[src/rtl/zsp_pkg.sv]
package zsp_pkg;
    localparam int DEF_N_PH   = 25;
    localparam int DEF_N_REF  = 3;
    localparam int DEF_FINE_W = 7;
    localparam int DEF_CRS_W  = 16;

    typedef enum logic [1:0] {
        KIND_PHOTON = 2'b00,
        KIND_SYNC   = 2'b01,
        KIND_REF    = 2'b10
    } kind_e;

    typedef enum logic {
        ST_IDLE = 1'b0,
        ST_EMIT = 1'b1
    } seq_state_e;
endpackage

[src/rtl/zsp_toggle_detect.sv]
module zsp_toggle_detect #(
    parameter int N = 29
) (
    input  logic         clk,
    input  logic         rst_n,
    input  logic         accept,
    input  logic [N-1:0] lvl,
    output logic [N-1:0] hit
);
    logic [N-1:0] prev;

    for (genvar g = 0; g < N; g++) begin : g_ch
        always_ff @(posedge clk or negedge rst_n) begin
            if (!rst_n)      prev[g] <= 1'b0;
            else if (accept) prev[g] <= lvl[g];
        end
        assign hit[g] = lvl[g] ^ prev[g];
    end


    held_pending_chk: assert property (@(posedge clk) disable iff (!rst_n)
        !accept |=> $stable(prev));
endmodule

[src/rtl/zsp_sequencer.sv]
module zsp_sequencer #(
    parameter int N_CH   = 29,
    parameter int N_FINE = 26,
    parameter int FINE_W = 7,
    parameter int CRS_W  = 16,
    localparam int IDX_W  = $clog2(N_CH),
    localparam int TIME_W = CRS_W + FINE_W
) (
    input  logic                     clk,
    input  logic                     rst_n,
    input  logic [N_CH-1:0]          hit,
    input  logic [N_FINE*FINE_W-1:0] fine_all,
    input  logic [CRS_W-1:0]         crs,
    input  logic                     zs_en,
    input  logic                     out_ready,
    output logic                     accept,
    output logic                     valid,
    output logic [IDX_W-1:0]         cur_idx,
    output logic                     cur_marker,
    output logic [FINE_W-1:0]        cur_fine,
    output logic [CRS_W-1:0]         snap_crs,
    output logic [TIME_W-1:0]        snap_ref
);
    import zsp_pkg::*;

    seq_state_e state, nxt;
    logic [N_CH-1:0]   pend, hitmask, grant;
    logic [FINE_W-1:0] snap_fine [N_FINE];
    logic [TIME_W-1:0] last_sync, new_sync;
    logic              any_hit, fire, last, load;

    assign any_hit  = |hit;
    assign grant    = pend & (~pend + 1'b1);
    assign fire     = (state == ST_EMIT) && out_ready;
    assign last     = fire && ((pend & ~grant) == '0);
    assign accept   = (state == ST_IDLE) || last;
    assign load     = accept && any_hit;
    assign new_sync = {crs, fine_all[FINE_W-1:0]};

    // state register
    always_ff @(posedge clk or negedge rst_n) begin
        if (!rst_n) state <= ST_IDLE;
        else        state <= nxt;
    end

    always_comb begin
        nxt = state;
        unique case (state)
            ST_IDLE: if (load) nxt = ST_EMIT;
            ST_EMIT: if (last && !any_hit) nxt = ST_IDLE;
            default: nxt = ST_IDLE;
        endcase
    end

    // snapshot store
    always_ff @(posedge clk or negedge rst_n) begin
        if (!rst_n) begin
            pend      <= '0;
            hitmask   <= '0;
            snap_crs  <= '0;
            snap_ref  <= '0;
            last_sync <= '0;
            for (int i = 0; i < N_FINE; i++) snap_fine[i] <= '0;
        end else if (load) begin
            pend     <= zs_en ? hit : '1;
            hitmask  <= hit;
            snap_crs <= crs;
            for (int i = 0; i < N_FINE; i++)
                snap_fine[i] <= fine_all[i*FINE_W +: FINE_W];
            if (hit[0]) begin
                last_sync <= new_sync;
                snap_ref  <= new_sync;
            end else begin
                snap_ref  <= last_sync;
            end
        end else if (fire) begin
            pend <= pend & ~grant;
        end
    end

    // outputs
    always_comb begin
        valid      = (state == ST_EMIT);
        cur_idx    = '0;
        cur_fine   = '0;
        for (int i = N_CH - 1; i >= 0; i--)
            if (pend[i]) cur_idx = IDX_W'(i);
        for (int i = 0; i < N_FINE; i++)
            if (cur_idx == IDX_W'(i)) cur_fine = snap_fine[i];
        cur_marker = |(hitmask & grant);
    end


    stall_hold_chk: assert property (@(posedge clk) disable iff (!rst_n)
        valid && !out_ready |=> valid && $stable(cur_idx) && $stable(snap_crs));


    order_up_chk: assert property (@(posedge clk) disable iff (!rst_n)
        fire && !last |=> valid && (cur_idx > $past(cur_idx)));


    load_cause_chk: assert property (@(posedge clk) disable iff (!rst_n)
        $rose(valid) |-> $past(any_hit));


    valid_nonempty_chk: assert property (@(posedge clk) disable iff (!rst_n)
        valid |-> (pend != '0));
endmodule

[src/rtl/zsp_word_fmt.sv]
module zsp_word_fmt #(
    parameter int N_CH   = 29,
    parameter int N_PH   = 25,
    parameter int FINE_W = 7,
    parameter int CRS_W  = 16,
    localparam int IDX_W  = $clog2(N_CH),
    localparam int TIME_W = CRS_W + FINE_W,
    localparam int WORD_W = 1 + IDX_W + 2 + TIME_W
) (
    input  logic [IDX_W-1:0]  idx,
    input  logic              marker,
    input  logic [FINE_W-1:0] fine,
    input  logic [CRS_W-1:0]  crs,
    input  logic [TIME_W-1:0] ref_ts,
    output logic [WORD_W-1:0] word
);
    import zsp_pkg::*;

    kind_e             kind;
    logic [TIME_W-1:0] stamp, tval;
    logic [CRS_W-1:0]  crs_diff;

    assign stamp    = {crs, fine};
    assign crs_diff = crs - ref_ts[TIME_W-1 -: CRS_W];

    always_comb begin
        if (idx == '0)                    kind = KIND_SYNC;
        else if (idx <= IDX_W'(N_PH))     kind = KIND_PHOTON;
        else                              kind = KIND_REF;
        unique case (kind)
            KIND_SYNC:   tval = stamp;
            KIND_PHOTON: tval = stamp - ref_ts;
            default:     tval = {crs_diff, {FINE_W{1'b0}}};
        endcase
        if (!marker) tval = '0;
        word = {marker, idx, kind, tval};
    end
endmodule

[src/rtl/zs_stamp_packer.sv]
module zs_stamp_packer #(
    parameter int N_PH   = zsp_pkg::DEF_N_PH,
    parameter int N_REF  = zsp_pkg::DEF_N_REF,
    parameter int FINE_W = zsp_pkg::DEF_FINE_W,
    parameter int CRS_W  = zsp_pkg::DEF_CRS_W,
    localparam int N_FINE = 1 + N_PH,
    localparam int N_CH   = N_FINE + N_REF,
    localparam int IDX_W  = $clog2(N_CH),
    localparam int TIME_W = CRS_W + FINE_W,
    localparam int WORD_W = 1 + IDX_W + 2 + TIME_W
) (
    input  logic                   clk,
    input  logic                   rst_n,
    input  logic                   zs_en,
    input  logic                   sync_tog,
    input  logic [FINE_W-1:0]      sync_fine,
    input  logic [N_PH-1:0]        ph_tog,
    input  logic [N_PH*FINE_W-1:0] ph_fine,
    input  logic [N_REF-1:0]       ref_tog,
    input  logic                   out_ready,
    output logic                   out_valid,
    output logic [WORD_W-1:0]      out_data,
    output logic                   in_hold
);
    logic [CRS_W-1:0]  crs, snap_crs;
    logic [N_CH-1:0]   hit;
    logic              accept, cur_marker;
    logic [IDX_W-1:0]  cur_idx;
    logic [FINE_W-1:0] cur_fine;
    logic [TIME_W-1:0] snap_ref;

    always_ff @(posedge clk or negedge rst_n) begin
        if (!rst_n) crs <= '0;
        else        crs <= crs + 1'b1;
    end

    zsp_toggle_detect #(.N(N_CH)) u_detect (
        .clk(clk), .rst_n(rst_n), .accept(accept),
        .lvl({ref_tog, ph_tog, sync_tog}), .hit(hit)
    );

    zsp_sequencer #(.N_CH(N_CH), .N_FINE(N_FINE), .FINE_W(FINE_W), .CRS_W(CRS_W)) u_seq (
        .clk(clk), .rst_n(rst_n), .hit(hit), .fine_all({ph_fine, sync_fine}),
        .crs(crs), .zs_en(zs_en), .out_ready(out_ready), .accept(accept),
        .valid(out_valid), .cur_idx(cur_idx), .cur_marker(cur_marker),
        .cur_fine(cur_fine), .snap_crs(snap_crs), .snap_ref(snap_ref)
    );

    zsp_word_fmt #(.N_CH(N_CH), .N_PH(N_PH), .FINE_W(FINE_W), .CRS_W(CRS_W)) u_fmt (
        .idx(cur_idx), .marker(cur_marker), .fine(cur_fine),
        .crs(snap_crs), .ref_ts(snap_ref), .word(out_data)
    );

    assign in_hold = !accept;


    hold_needs_valid_chk: assert property (@(posedge clk) disable iff (!rst_n)
        in_hold |-> out_valid);
endmodule

[config.mk]
export PLATFORM = sky130hd
export DESIGN_NAME = zs_stamp_packer
export DESIGN_NICKNAME = d
export VERILOG_FILES = /design/src/rtl/zsp_pkg.sv /design/src/rtl/zsp_toggle_detect.sv /design/src/rtl/zsp_sequencer.sv /design/src/rtl/zsp_word_fmt.sv /design/src/rtl/zs_stamp_packer.sv
export SDC_FILE = /design/constraint.sdc
export NUM_CORES = 1
export LEC_CHECK = 0
export BUFFER_PORTS_ARGS = -buffer_cell sky130_fd_sc_hd__buf_2
export CAP_MARGIN = 20
export CORE_MARGIN = 5
export CORE_UTILIZATION = 46
export DETAILED_ROUTE_END_ITERATION = 8
export GPL_TIMING_DRIVEN = 1
export PLACE_DENSITY = 0.7
export REMOVE_ABC_BUFFERS = 1
export SLEW_MARGIN = 20
export SYNTH_ARGS = -nofsm -noshare
export SYNTH_HDL_FRONTEND = slang
export SYNTH_SLANG_ARGS = --single-unit
[constraint.sdc]
create_clock -name clk -period 12.1 [get_ports clk]
set_input_delay 2.42 -clock clk [delete_from_list [all_inputs] [get_ports clk]]
set_output_delay 2.42 -clock clk [all_outputs]
set_load 0.02 [all_outputs]
==> qor.yml, run 1 <==
die:
  start_util_pct: 46.7
  rows: 71
  ios: 248
  dieArea_sq_mm: 0.0422
  fp.coreArea_sq_mm: 0.0377
  fp.dieH_microns: 205
  die_w_microns: 205
synth:
  synth-adder-area-share_pct: 2.11
  synth_ff_type: "dfrtp_1"
  synthArstFlopShare_pct: 100
  synth_top_family_by_area: "simple AND/OR/NAND/NOR gates"
  synth_compound_area_share_pct: 15.4
  synth-xor-area-share_pct: 3.09
  synth.area.mux_share_pct: 4.32
  synthDistinctLibCells: 78
  postSynthAreaPerCell_sq_um: 8.40
  ys_ff_latch: 325
  syn_area_sq_mm: 0.0176
  synth_edf_count: 0
  synth-simple-area-share_pct: 24.5
  yosys_warnings: 0
  netlist_instances: 2092
  yosysSeqAreaShare_pct: 46.3
cells_and_area:
  syn2layout_area_growth_pct: 15.6
  diodes: 0
  drive_gt1_share_pct: 17.0
  nFillCells: 3596
  layout_common_cells: "699 x nand2_1, 325 x dfrtp_1, 246 x buf_2"
  final_area_sq_mm: 0.0203
  final_common_cell: "nand2_1"
  final_nets: 2505
timing:
  hold_viol: 0
  fmax_ghz: 0.0976
  tightest_slew_ps: 1100
  setup_violations: 0
  slew_viol_final: 0
  period_share_pct: 84.6
  setup_tns_ps: 0
  fin_crit_ps: 10240
  fin_skew_ps: 25.3
  relSlewSlack_pct: 25.8
  rsz0062_at_grt: "false"
setup_path:
  ff2ff_setup_slack_ps: 6560
  crit_path_start: "u_seq.pend[0]$_DFFE_PN0P_"
  worst-path-max-fanout: 20
  crit_type: "register to primary output"
  arrival_ps: 7820
  end_kind: "primary output"
  r2r_end: "u_seq.snap_fine[72]$_DFFE_PN0P_"
  endpoint: "out_data[22]"
  worstSetupStartpointType: "register"
  worstPathRequired_ps: 9680
  reg2regPathDepth: 14
  r2r-start: "u_seq.pend[0]$_DFFE_PN0P_"
clock_tree:
  clkLatencyLatePin_ps: 550
  cts_root_buffer: "clkbuf_16"
  cts_setup_buffers: 0
  tritoncts: "built"
  numClockSinks: 325
  cts-resized-gates: 0
  clk_path_buf_depth: 3
  htree_levels: 2
  clk_pin_slew_ps: 60
  numCtsBuffers: 37
  cts_hold_buf: 0
grt:
  grt_pass1_vias: 16000
  grt.overflow.total: 0
  track_usage_pct: 27.6
  antenna_found_initial: 0
  grt_pass1_wl_mm: 91.3
  grt_max_degree: 111
route:
  postRouteAntennaNets: 0
  dr.first_iter.drc_count: 1903
  vias: 16300
  routedWlPerCell_microns: 21.1
  drc: 0
  avgViaCountPerCell: 5.81
  wirelength_mm: 59.1
  first_pass_iters: 8
placed_design:
  dpl.hpwl_mm: 43.8
  gp_congestion: 0.956
  numPortBuffers: 247
  place_area_sq_mm: 0.0191
min_path:
  hold_depth: 2
  hp-class: "register to register"
outcome:
  status: "finished, final reports clean"
flow_run:
  cap_violations: 0
[registers in the layout (all words and copies together) (netlist names)]
name / flops
u_seq.last_sync: 23
u_seq.valid: 1
u_seq.snap_crs: 16
u_seq.snap_fine: 182
u_detect.prev: 29
crs: 16
u_seq.hitmask: 29
u_seq.pend: 29
[per-layer routing]
layer,part of all wire (%),GRT usage (%),wire length (microns),vias to the layer above
met3,8.9,5.59,5280,118
met2,46,43.5,27000,741
met4,3.3,9.16,1940,0
met1,42,38.5,24900,7892
li1,-,-,-,7528
met5,0,0,0,-
[logic make-up (layout without fill, tap and decap cells)]
kind of cell | Yosys count | count (layout)
simple gates | 999 | 999
compound gates | 429 | 429
flops | 325 | 325
buf+inv | 179 | 377
mux | 69 | 69
xor+xnor | 62 | 62
fa+ha+maj | 29 | 29
[through the flow]
step / setup slack (ps) / instances / util [%] / hold slack, ps
final: 1860 / 2801 / 54.0 / 476
after global routing: 1290 / 2801 / 54.0 / 498
after CTS: 1900 / 2801 / 53.9 / 480
after detailed placement: 2510 / 2736 / 50.6 / 464
after global placement: 2770 / 2736 / 50.6 / 461
after floorplan: 1730 / 1956 / - / 437
[critical path, cell delays in order, from the launching register on]
cell      delay (ps)
dfrtp_1          530
or4_1            760
nor4_4           570
o31a_1           240
a21oi_1          160
nand3_1          720
inv_1            410
a221oi_1         330
o211a_1          180
a221oi_1          60
o41ai_1          510
o211ai_1         200
ha_1             400
nand3_1          130
o22ai_1          100
or3_1            320
a31oi_1          260
o21ai_0          230
a21oi_1          340
o21ai_0          180
xnor2_1          160
nor2_1            60
nor3_1           220
buf_2            210
[worst min-delay path by stage]
stage,end,startpoint
after floorplan,u_seq.snap_fine[90]$_DFFE_PN0P_,u_seq.snap_fine[90]$_DFFE_PN0P_
after global placement,u_seq.snap_fine[148]$_DFFE_PN0P_,u_seq.snap_fine[148]$_DFFE_PN0P_
after detailed placement,u_seq.snap_fine[95]$_DFFE_PN0P_,u_seq.snap_fine[95]$_DFFE_PN0P_
after CTS,u_seq.snap_fine[95]$_DFFE_PN0P_,u_seq.snap_fine[95]$_DFFE_PN0P_
after global routing,u_seq.snap_fine[40]$_DFFE_PN0P_,u_seq.snap_fine[40]$_DFFE_PN0P_
final,u_seq.snap_fine[95]$_DFFE_PN0P_,u_seq.snap_fine[95]$_DFFE_PN0P_
[synthesized netlist by cell type, types with 4 or more instances]
cell type / number / share of area, %
a2111oi_0: 8 / 0.40
and3_1: 26 / 0.93
xnor2_1: 48 / 2.4
nor2b_1: 8 / 0.28
a211oi_1: 11 / 0.47
a221oi_1: 12 / 0.60
ha_1: 24 / 1.7
nor4_2: 4 / 0.28
o211ai_1: 10 / 0.43
buf_1: 8 / 0.17
a31oi_1: 32 / 1.1
nand4_1: 21 / 0.75
or2_2: 5 / 0.18
mux2i_1: 14 / 0.80
a21o_1: 13 / 0.56
o22ai_1: 18 / 0.64
o221ai_1: 14 / 0.70
o21a_1: 7 / 0.30
nand2_1: 699 / 15
nor2_1: 92 / 2.0
clkbuf_1: 72 / 1.5
mux2_2: 37 / 2.4
inv_1: 41 / 0.88
o21ai_0: 98 / 2.8
or4_1: 10 / 0.43
a221o_1: 5 / 0.28
and2_1: 4 / 0.14
a21oi_1: 130 / 3.7
mux2_1: 18 / 1.2
o31ai_1: 10 / 0.43
a22oi_1: 11 / 0.47
nor4_1: 13 / 0.46
nand2b_1: 6 / 0.21
xor2_1: 14 / 0.70
buf_2: 52 / 1.5
o21bai_1: 8 / 0.34
or3_1: 21 / 0.75
nor3_1: 34 / 0.97
nand3_1: 38 / 1.1
o32ai_1: 4 / 0.20
dfrtp_1: 325 / 46
o31a_1: 5 / 0.25
[cell type report]
type	instances	area, sq um	share of cell area [%]
Sequential cell	325	8130	40.0
Clock buffer	51	1090	5.37
Inverter	43	161	0.794
Tap cell	511	639	3.15
Multi-Input combinational cell	1588	8710	42.8
Clock inverter	14	175	0.862
Timing Repair Buffer	269	1420	6.96
Power of run 1 is left out: the tool's default activity adds up to more than one toggle a clock period on the data nets, which glitch-free logic cannot reach.
==> inputs of run 2 (changes only) <==
--- a/config.mk
+++ b/config.mk
@@ -11,7 +11,7 @@
 export CORE_UTILIZATION = 46
 export DETAILED_ROUTE_END_ITERATION = 8
 export GPL_TIMING_DRIVEN = 1
-export PLACE_DENSITY = 0.7
+export PLACE_DENSITY = 0.73
 export REMOVE_ABC_BUFFERS = 1
 export SLEW_MARGIN = 20
 export SYNTH_ARGS = -nofsm -noshare
==> constraint.sdc (replaced) <==
create_clock -name clk -period 8.7 [get_ports clk]
set_input_delay 1.74 -clock clk [delete_from_list [all_inputs] [get_ports clk]]
set_output_delay 1.74 -clock clk [all_outputs]
set_load 0.02 [all_outputs]
==> run 2 against run 1 <==
Effect of this change:
- setup slack worse by 1600 ps
- first-iteration DRC count is 4.8% lower
- register-to-register slack worse by 2700 ps
- sequential cell count stayed put
- cell count is 0.46% higher
- routed wire length is 1.6% lower
- clock skew is 7.5 ps higher
- die area stayed put
- clock-buffer cell count is 4 higher
- via count is 0.87% higher
- non-clock buffer count is 10 higher
- largest cell class unchanged
==> qor.yml, run 2 (same netlist as run 1, synthesis figures left out) <==
outcome:
  status: "finished, final reports clean"
route:
  routedWlPerCell_microns: 20.7  # -2.1%
  first_pass_iters: 6  # -2
  dr.first_iter.drc_count: 1812  # -4.8%
  vias: 16400  # +0.87%
  drc: 0  # unchanged
  wirelength_mm: 58.2  # -1.6%
  postRouteAntennaNets: 0  # unchanged
  avgViaCountPerCell: 5.84  # +0.41%
setup_path:
  reg2regPathDepth: 14  # unchanged
  cp_slowest_cell: "or4_1"
  ff2ff_setup_slack_ps: 3820  # -2740 ps
  worstSetupStartpointType: "register"
  crit_type: "register to primary output"
  r2r-start: "u_seq.pend[4]$_DFFE_PN0P_"
  worstPathRequired_ps: 6960  # -2720 ps
  arrival_ps: 6710  # -1110 ps
  path_buf_inv: 3  # +1
  path_cells: "buf_4 -> or4_1 -> nor4_4 -> o31a_1 -> a21oi_2 -> nand3_1 -> clkinvlp_4 -> a221oi_1 -> o211a_1 -> a221oi_1 -> o41ai_1 -> o211ai_1 -> ha_1 -> a21o_1 -> nand2_1 -> nand3_1 -> a41o_1 -> a21oi_1 -> o21bai_1 -> a21oi_2 -> o21ai_0 -> a221o_1 -> a21oi_1 -> buf_2"
  r2r_end: "u_seq.snap_fine[160]$_DFFE_PN0P_"
  end_kind: "primary output"
  worst-path-max-fanout: 9  # -55%
  slowest_delay_ps: 600  # -160 ps
  worst_path_dominant_cell_family: "compound AO/OA/AOI/OAI gates"
timing:
  fin_skew_ps: 32.8  # +7.49 ps
  fmax_ghz: 0.118
  hold_viol: 0  # unchanged
  period_share_pct: 97.1
  setup_violations: 0  # unchanged
  slew_viol_final: 0  # unchanged
  tightest_slew_ps: 1240  # +135 ps
  fin_crit_ps: 8450
  relSlewSlack_pct: 17.4  # -8.4 points
clock_tree:
  cts_hold_buf: 0  # unchanged
  numClockSinks: 325  # unchanged
  htree_levels: 2  # unchanged
  cts_root_buffer: "clkbuf_16"
  clk_pin_slew_ps: 60  # about the same
  numCtsBuffers: 38  # +2.7%
  clkLatencyLatePin_ps: 560  # about the same
  tritoncts: "built"
  clk_path_buf_depth: 3  # unchanged
cells_and_area:
  largest_reg_flops: 182  # unchanged
  syn2layout_area_growth_pct: 16.5
  final_common_cell: "nand2_1"
  drive_gt1_share_pct: 18.2  # +1.1 points
  diodes: 0  # unchanged
  layout_common_cells: "699 x nand2_1, 323 x dfrtp_1, 246 x buf_2"
  final_nets: 2516  # +0.44%
  final_area_sq_mm: 0.0205  # +0.77%
  largest-register: "u_seq.snap_fine"
grt:
  antenna_found_initial: 0  # unchanged
  grt_max_degree: 243  # +120%
  track_usage_pct: 27.0  # -0.64 points
  grt_pass1_vias: 15900  # -0.56%
  grt.overflow.total: 0  # unchanged
  grt_pass1_wl_mm: 89.6  # -1.9%
die:
  fp.coreArea_sq_mm: 0.0377  # unchanged
  ios: 248  # unchanged
  dieArea_sq_mm: 0.0422  # unchanged
  fp.dieH_microns: 205  # unchanged
  rows: 71  # unchanged
  start_util_pct: 46.7  # unchanged
  die_w_microns: 205  # unchanged
placed_design:
  gp_congestion: 0.963  # +0.82%
  numPortBuffers: 247  # unchanged
  dpl.hpwl_mm: 42.4  # -3.0%
  place_area_sq_mm: 0.0191  # +0.47%
min_path:
  hp-class: "register to register"
  hold_end: "u_seq.snap_fine[157]$_DFFE_PN0P_"
  hold_depth: 2  # unchanged
  hp-start: "u_seq.snap_fine[157]$_DFFE_PN0P_"
flow_run:
  cap_violations: 0  # unchanged
[run 2: layout make-up]
type | count | area (sq um)
clock buffer | 55 | 1120
clock inverter | 13 | 115
fill | 3553 | 17200
inverter | 43 | 169
multi-input combinational | 1588 | 8780
sequential | 325 | 8140
tap | 511 | 639
timing repair buffer | 279 | 1530
[run 2: metal layers]
layer  global-route usage [%]  routed length, microns  up-vias
li1                         -                       -     7555
met1                     37.5                   23800     7896
met2                     43.5                   27000      839
met3                     4.68                    5470      131
met4                     8.35                    1870        0
met5                        0                       0        -
[run 2: how the worst max path moves through the flow]
stage                                     from      endpoint  slack (ps)  cells past startpoint
floorplan            u_seq.pend[6]$_DFFE_PN0P_  out_data[19]        -990                     20
global placement    u_seq.pend[10]$_DFFE_PN0P_  out_data[22]         750                     22
detailed placement   u_seq.pend[0]$_DFFE_PN0P_  out_data[15]         650                     23
CTS                  u_seq.pend[0]$_DFFE_PN0P_  out_data[15]          50                     23
global route        u_seq.pend[10]$_DFFE_PN0P_  out_data[22]         -20                     22
finish              u_seq.pend[15]$_DFFE_PN0P_  out_data[15]         250                     24
[run 2: stage by stage]
stage / setup slack (ps) / TNS, ps / utilization, % / instances / hold WS [ps]
after floorplan: -991 / -14010 / - / 1956 / 437
after global placement: 746 / 0 / 50.8 / 2742 / 458
after detailed placement: 649 / 0 / 50.8 / 2742 / 465
after CTS: 45.7 / 0 / 54.1 / 2810 / 480
after global routing: -15.9 / -15.9 / 54.4 / 2814 / 496
final: 249 / 0 / 54.4 / 2814 / 477
[run 2: what timing repair did]
action | 4_1_cts | 5_1_grt
setup buffers | 0 | 4
gates resized for setup | 0 | 22
endpoints found under the hold margin | 0 | 0
setup endpoints to repair | 0 | 13
[run 2: worst min-delay path, cell delays in order (launching register included)]
cell     delay [ps]
dfrtp_1         340
nand2_1          50
nand2_1          60
Power of run 2 is left out for the same reason.
